$ cat config.mk
export PLATFORM = sky130hd
export DESIGN_NAME = pm_sleep_ctrl
export DESIGN_NICKNAME = d
export VERILOG_FILES = /design/src/rtl/pm_sleep_ctrl.sv
export SDC_FILE = /design/constraint.sdc
export NUM_CORES = 1
export LEC_CHECK = 0
export BUFFER_PORTS_ARGS = -buffer_cell sky130_fd_sc_hd__buf_4
export CORE_UTILIZATION = 49
export DETAILED_ROUTE_END_ITERATION = 8
export PLACE_DENSITY = 0.83
export SYNTH_ARGS = -nofsm -noshare
export SYNTH_HDL_FRONTEND = slang
export SYNTH_SLANG_ARGS = --single-unit
$ cat constraint.sdc
create_clock -name clk -period 2.9 [get_ports clk]
set_input_delay 0 -clock clk [delete_from_list [all_inputs] [get_ports clk]]
set_output_delay 0 -clock clk [all_outputs]
set_load 0.03 [all_outputs]
$ cat src/rtl/pm_sleep_ctrl.sv
module pm_sleep_ctrl #(
  parameter int ADDR_W  = 4,
  parameter int BASE    = 4,
  parameter int SCI_BIT = 0,
  parameter int SLP_BIT = 13,
  parameter int TYP_LSB = 10,
  parameter int TYP_W   = 3
) (
  input  logic              clk,
  input  logic              rst_n,
  input  logic              acpi_only,
  input  logic [TYP_W-1:0]  hib_code,
  input  logic [ADDR_W-1:0] bus_addr,
  input  logic              bus_wr,
  input  logic              bus_size,
  input  logic [15:0]       bus_wdata,
  output logic [15:0]       bus_rdata,
  output logic              bus_hit,
  input  logic              smi_sci_en,
  input  logic              smi_sci_dis,
  output logic              req_off,
  output logic              req_suspend,
  output logic              req_hib
);
  localparam logic [ADDR_W-1:0] ADR_LO = ADDR_W'(BASE);
  localparam logic [ADDR_W-1:0] ADR_HI = ADDR_W'(BASE + 1);
  localparam logic [15:0] SLP_MASK = 16'(1) << SLP_BIT;

  logic [15:0]      ctrl, wr_val, nxt, rst_val;
  logic [TYP_W-1:0] slp_type;
  logic             hit_lo, hit_hi, wr_go, fire, is_off, is_sus, is_hib;

  assign hit_lo   = (bus_addr == ADR_LO);
  assign hit_hi   = (bus_addr == ADR_HI);
  assign bus_hit  = hit_lo | hit_hi;
  assign bus_rdata = hit_lo ? ctrl : (hit_hi ? {8'h00, ctrl[15:8]} : 16'h0000);

  assign wr_val   = hit_hi   ? {bus_wdata[7:0], ctrl[7:0]} :
                    bus_size ? bus_wdata : {8'h00, bus_wdata[7:0]};
  assign wr_go    = bus_wr & bus_hit;
  assign fire     = wr_go & wr_val[SLP_BIT];
  assign slp_type = wr_val[TYP_LSB +: TYP_W];
  assign is_off   = (slp_type == '0);
  assign is_sus   = (slp_type == TYP_W'(1));
  assign is_hib   = !is_off && !is_sus && (slp_type == hib_code);

  always_comb begin
    rst_val = 16'h0000;
    rst_val[SCI_BIT] = acpi_only;
  end

  always_comb begin
    nxt = ctrl;
    if (wr_go) nxt = wr_val & ~SLP_MASK;
    if (!acpi_only) begin
      if (smi_sci_en)       nxt[SCI_BIT] = 1'b1;
      else if (smi_sci_dis) nxt[SCI_BIT] = 1'b0;
    end
  end

  always_ff @(posedge clk) begin
    if (!rst_n) begin
      ctrl        <= rst_val;
      req_off     <= 1'b0;
      req_suspend <= 1'b0;
      req_hib     <= 1'b0;
    end else begin
      ctrl        <= nxt;
      req_suspend <= fire & is_sus;
      req_hib     <= fire & is_hib;
      req_off     <= (fire & is_off) | req_hib;
    end
  end

  assert_sleep_bit_never_stored_R5: assert property (@(posedge clk) disable iff (!rst_n)
    ctrl[SLP_BIT] == 1'b0);

  assert_hib_then_off_R8: assert property (@(posedge clk) disable iff (!rst_n)
    req_hib |=> req_off);

  assert_suspend_trigger_R7: assert property (@(posedge clk) disable iff (!rst_n)
    (fire && slp_type == TYP_W'(1)) |=> (req_suspend && !req_hib));

  assert_off_source_R6: assert property (@(posedge clk) disable iff (!rst_n)
    req_off |-> ($past(fire && slp_type == '0) || $past(req_hib)));

  assert_cmd_locked_R10: assert property (@(posedge clk) disable iff (!rst_n)
    (acpi_only && !wr_go) |=> $stable(ctrl));

  assert_enable_wins_R9: assert property (@(posedge clk) disable iff (!rst_n)
    (!acpi_only && smi_sci_en) |=> ctrl[SCI_BIT]);

  assert_miss_ignored_R2: assert property (@(posedge clk) disable iff (!rst_n)
    (bus_wr && !bus_hit && (acpi_only || !(smi_sci_en || smi_sci_dis))) |=> $stable(ctrl));
endmodule

# After elaboration in Yosys (flattened, before gate mapping)
# Index checks and enable logic that the tools add are counted.
# W data, S select, Z words.
# totals
regBits,18
latchBits,0
mem_bits_rw,0
romBits,0
inputBits,30
output_inout_bits,20
mem_count,0
# op_classes
add_sub_neg,0
mul,0
n_div,0
n_lt_le_gt_ge,0
eq_ne,4
n_shift,0
mux,9
bitwise,8
n_reduce_logical,6
# op_table
operator,count
$mux W16,3
$eq A4 B3 Y1 const B,2
$mux W8,1
$and A1 B1 Y1,5
$mux W1,5
$eq A3 B1 Y1 const B,1
$eq A3 B3 Y1,1
$logic_not A3 Y1,1
$logic_and A1 B1 Y1,2
$logic_not A1 Y1,2
$or A1 B1 Y1,2
$reduce_and A2 Y1,1
$not A1 Y1,1

# Depth between registers and ports, before layout
# depth
ltp_word,8
depth_mapped,6

# Worst setup path before layout
# No wires, ideal clock.
# synth_path
path_type,input to register
start,input bus_addr[3]
end,register ctrl[14]
setup_ns,0.091
arrival_time_ns,1.010
t_required_ns,2.809
slack_ns,1.799
cell_stages,5
n_path_buf,1
cell_sequence,or3b_1 buf_2 inv_2 nand3_1 a311oi_1
# synth_between
elab_chain_cells,3
word_cells_on_any_way,5
# synth_rtl
element,line_no,text
from (decl),13,"input logic [ADDR_W-1:0] bus_addr,"
"$eq A4 B3 Y1, on equally long branches","33, 34",
$or A1 B1 Y1 (*),35,assign bus_hit = hit_lo | hit_hi;
net bus_hit,18,"output logic bus_hit,"
$and A1 B1 Y1 (*),40,assign wr_go = bus_wr & bus_hit;
to (signal assigned),63,ctrl <= rst_val;
to (signal assigned),68,ctrl <= nxt;
to (decl),29,"logic [15:0] ctrl, wr_val, nxt, rst_val;"
# The timed path passes the listed nets; every way through them passes the cells marked *.
# A chain may end at the register's enable or synchronous reset.

# Final worst setup path
# layout_path
start,input bus_addr[3]
end,register ctrl[0]
# layout_between
elab_chain_cells,8
word_cells_on_any_way,10
# layout_rtl
element,line_no,text
"$eq A4 B3 Y1, on equally long branches","33, 34",
$or A1 B1 Y1,35,
$and A1 B1 Y1,40,
$mux W1 (*),54,if (wr_go) nxt = wr_val & ~SLP_MASK;
$mux W1,57,else if (smi_sci_dis) nxt[SCI_BIT] = 1'b0;
$mux W1,56,if (smi_sci_en) nxt[SCI_BIT] = 1'b1;
$mux W1 (*),55,if (!acpi_only) begin
$mux W1 (*),62,if (!rst_n) begin
# Every way passes the cells marked *; elsewhere a longest branch is shown, timed or not.

==> impl_metrics.tcl <==
set metrics [dict create \
    hold_viol_final 0 \
    start_kind "input port" \
    period_needed_ns 1.761 \
    die_area_mm2 0.002390 \
    crit_fanout 16 \
    gp_congestion 0.8210 \
    die_y_um 48.89 \
    critPathKind "in2reg" \
    drt-wirelength-per-cell_um 14.22 \
    n_fill_cell 135 \
    rsz0062_at_grt "no" \
    max_freq_ghz 0.5678 \
    cts_tree "done" \
    min_period_over_period_pct 60.73 \
    yosysTopAreaCell "dfxtp_1" \
    drive_above_1_share_pct 32.42 \
    antenna_cells 0 \
    post-cts-setup-buffer-count 0 \
    required_ns 3.11 \
    final_antenna_net_count 0 \
    yosys.cell_types.count 35 \
    insertion_delay_ns 0.30 \
    synth.avg_cell_area_um2 8.688 \
    endpoint_kind "register" \
    final-max-slew-violation-count 0 \
    cap_violations 0 \
    htreeDepth 1 \
    ir_drop_uv 236.2 \
    synth_area_leaders "dfxtp_1 (33%), mux2i_1 (15%), nor2_1 (6.6%)" \
    vias 1113 \
    cp.arrival_ns 1.97 \
    setup_tns_ns 0 \
    row_count 16 \
    vias_per_cell 5.325 \
    cellPowerDensity_mw_per_mm2 312.6 \
    seq_area_um2 360.3 \
    antenna_found_initial 0 \
    cts_buffers 3 \
    finalPower_mw 0.4994 \
    status "completed" \
    syn-instance-count 124 \
    nets 214 \
    syn2layout_area_growth_pct 48.32 \
    start_util_pct 53.28 \
    power.leakage_nw 0.7001 \
    clockBufferDepth 2 \
    cts.sinks 18 \
    pin_count 50 \
    gr-usage-all-layers_pct 27.04 \
    seq_area_frac_synth_pct 33.45 \
    first_iter_violations 20 \
    place.detailed.hpwl_um 2084 \
    coreArea_mm2 0.002022 \
    clock-skew-final_ns 0.00001413 \
    post_cts_resized 0 \
    grt_pass1_vias 1065 \
    synth_warnings 0 \
    synth_area_mm2 0.001077 \
    finalSetupViolations 0 \
    ys_ff_latch 18 \
    cts_root_buffer "clkbuf_4" \
    clk_transition_reported_paths_ns 0.11 \
    grt_max_degree 17 \
    yosysTopAreaCellShare_pct 33.45 \
    synth_nets 154 \
    io_buffers 48 \
    hp-class "in2reg" \
    wl_um 2971 \
    grt_remaining_overflow 0 \
    drc 0 \
    die_width_um 48.89 \
    multiInputGateArea_um2 644.4 \
    grt_pass1_wl_um 4809 \
    first_pass_iters 4 \
]
-- final timing paths --
| path | start | endpoint | slack (ns) | cells past startpoint |
|---|---|---|---|---|
| min | bus_size | ctrl[15]$_SDFFE_PN0N_ | 0.03 | 3 |
| min reg2reg | req_hib$_SDFF_PN0_ | req_off$_SDFF_PN0_ | 0.51 | 1 |
| max reg2reg | ctrl[8]$_SDFFE_PN0N_ | ctrl[8]$_SDFFE_PN0N_ | 1.63 | 3 |
| max | bus_addr[3] | ctrl[0]$_DFF_P_ | 1.14 | 7 |
-- cells by family after synthesis --
logic type,Yosys count,synth area share (%)
buf+inv,14,7.316
other cells,1,0.3481
xor+xnor,1,0.8132
flops,18,33.45
compound gates,16,10.68
simple gates,56,29.15
mux,18,18.23
-- sequential cells by signal, indices dropped and copies added, names as in the netlist --
register     flops
req_off          1
req_hib          1
ctrl            15
req_suspend      1
-- where the power goes --
group / internal, mW / total (mW) / switching (mW)
Sequential: 0.253 / 0.257 / 0.00381
Clock: 0.0486 / 0.129 / 0.0799
Combinational: 0.0632 / 0.114 / 0.0507
Total: 0.365 / 0.499 / 0.134
-- routing by layer --
layer	vias up	GRT usage (%)	wire length (µm)	share of wire (%)
met4	0	13.24	45	1.5
met3	5	4.050	112	3.8
li1	548	-	-	-
met1	518	29.79	1212	41
met2	42	50.00	1600	54
met5	-	0	0	0
-- worst max-delay path: stages --
cell and delay [ns]:
buf_4 0.12, nor4bb_2 0.26, buf_4 0.24, and2b_1 0.46, mux2i_1 0.24, a31oi_1 0.09, dlygate4sd3_1 0.55
-- layout by cell type (no fill, tap or decap), drive strengths merged, types with 2 or more instances in the layout --
| master | instances |
|---|---|
| and2 | 10 |
| nand2b | 3 |
| dfxtp | 18 |
| mux2i | 17 |
| nand3 | 10 |
| a211oi | 2 |
| buf | 49 |
| nor2b | 3 |
| nand2 | 2 |
| dlygate4sd3 | 15 |
| clkbuf | 3 |
| and2b | 2 |
| a21oi | 4 |
| inv | 4 |
| a311oi | 4 |
| o211ai | 2 |
| nor2 | 19 |
-- cells in the mapped netlist --
| master | n |
|---|---|
| or3b_1 | 1 |
| nor2_1 | 19 |
| a21oi_1 | 4 |
| buf_1 | 2 |
| mux2i_2 | 1 |
| or2_2 | 1 |
| nor4bb_1 | 1 |
| buf_4 | 2 |
| nand4_1 | 1 |
| mux2i_1 | 16 |
| o211ai_1 | 2 |
| clkinv_1 | 1 |
| nand2b_1 | 3 |
| o211a_1 | 1 |
| and2_1 | 10 |
| buf_6 | 2 |
| mux4_2 | 1 |
| a22o_1 | 1 |
| xnor2_1 | 1 |
| inv_1 | 3 |
| a31oi_1 | 1 |
| dfxtp_1 | 18 |
| or4_1 | 1 |
| a311oi_1 | 4 |
| buf_2 | 3 |
| o21ai_0 | 1 |
| a211oi_1 | 2 |
| nor4b_2 | 1 |
| nand3_1 | 10 |
| and2b_1 | 2 |
| conb_1 | 1 |
| nor2b_1 | 3 |
| inv_2 | 1 |
| nand2_1 | 2 |
| nand4bb_2 | 1 |
-- through the flow --
step / cell area [µm²] / utilization [%] / hold slack [ns] / setup slack (ns) / instances
2_1_floorplan: 1077 / - / 0.1471 / 1.799 / 124
3_3_place_gp: 1425 / 70.48 / 0.2554 / 1.385 / 191
4_1_cts: 1598 / 79.02 / 0.02496 / 1.147 / 209
6_report: 1598 / 79.02 / 0.02998 / 1.139 / 209
3_5_place_dp: 1425 / 70.48 / 0.2619 / 1.353 / 191
5_1_grt: 1598 / 79.02 / 0.03174 / 1.072 / 209
-- final cells by class --
type / count / area share, %
inverters: 5 / 1.175
multi-input cells: 92 / 40.33
flip-flops and latches: 18 / 22.55
repair buffers: 64 / 32.42
well taps: 27 / 2.114
clock buffers: 3 / 1.410
-- timing repair --
| item | in CTS | in global routing |
|---|---|---|
| setup endpoints to repair | 0 | 0 |
| endpoints found under the hold margin | 13 | 0 |
| hold buffers | 15 | 0 |
Note: power is estimated with default switching activity, not from simulation.
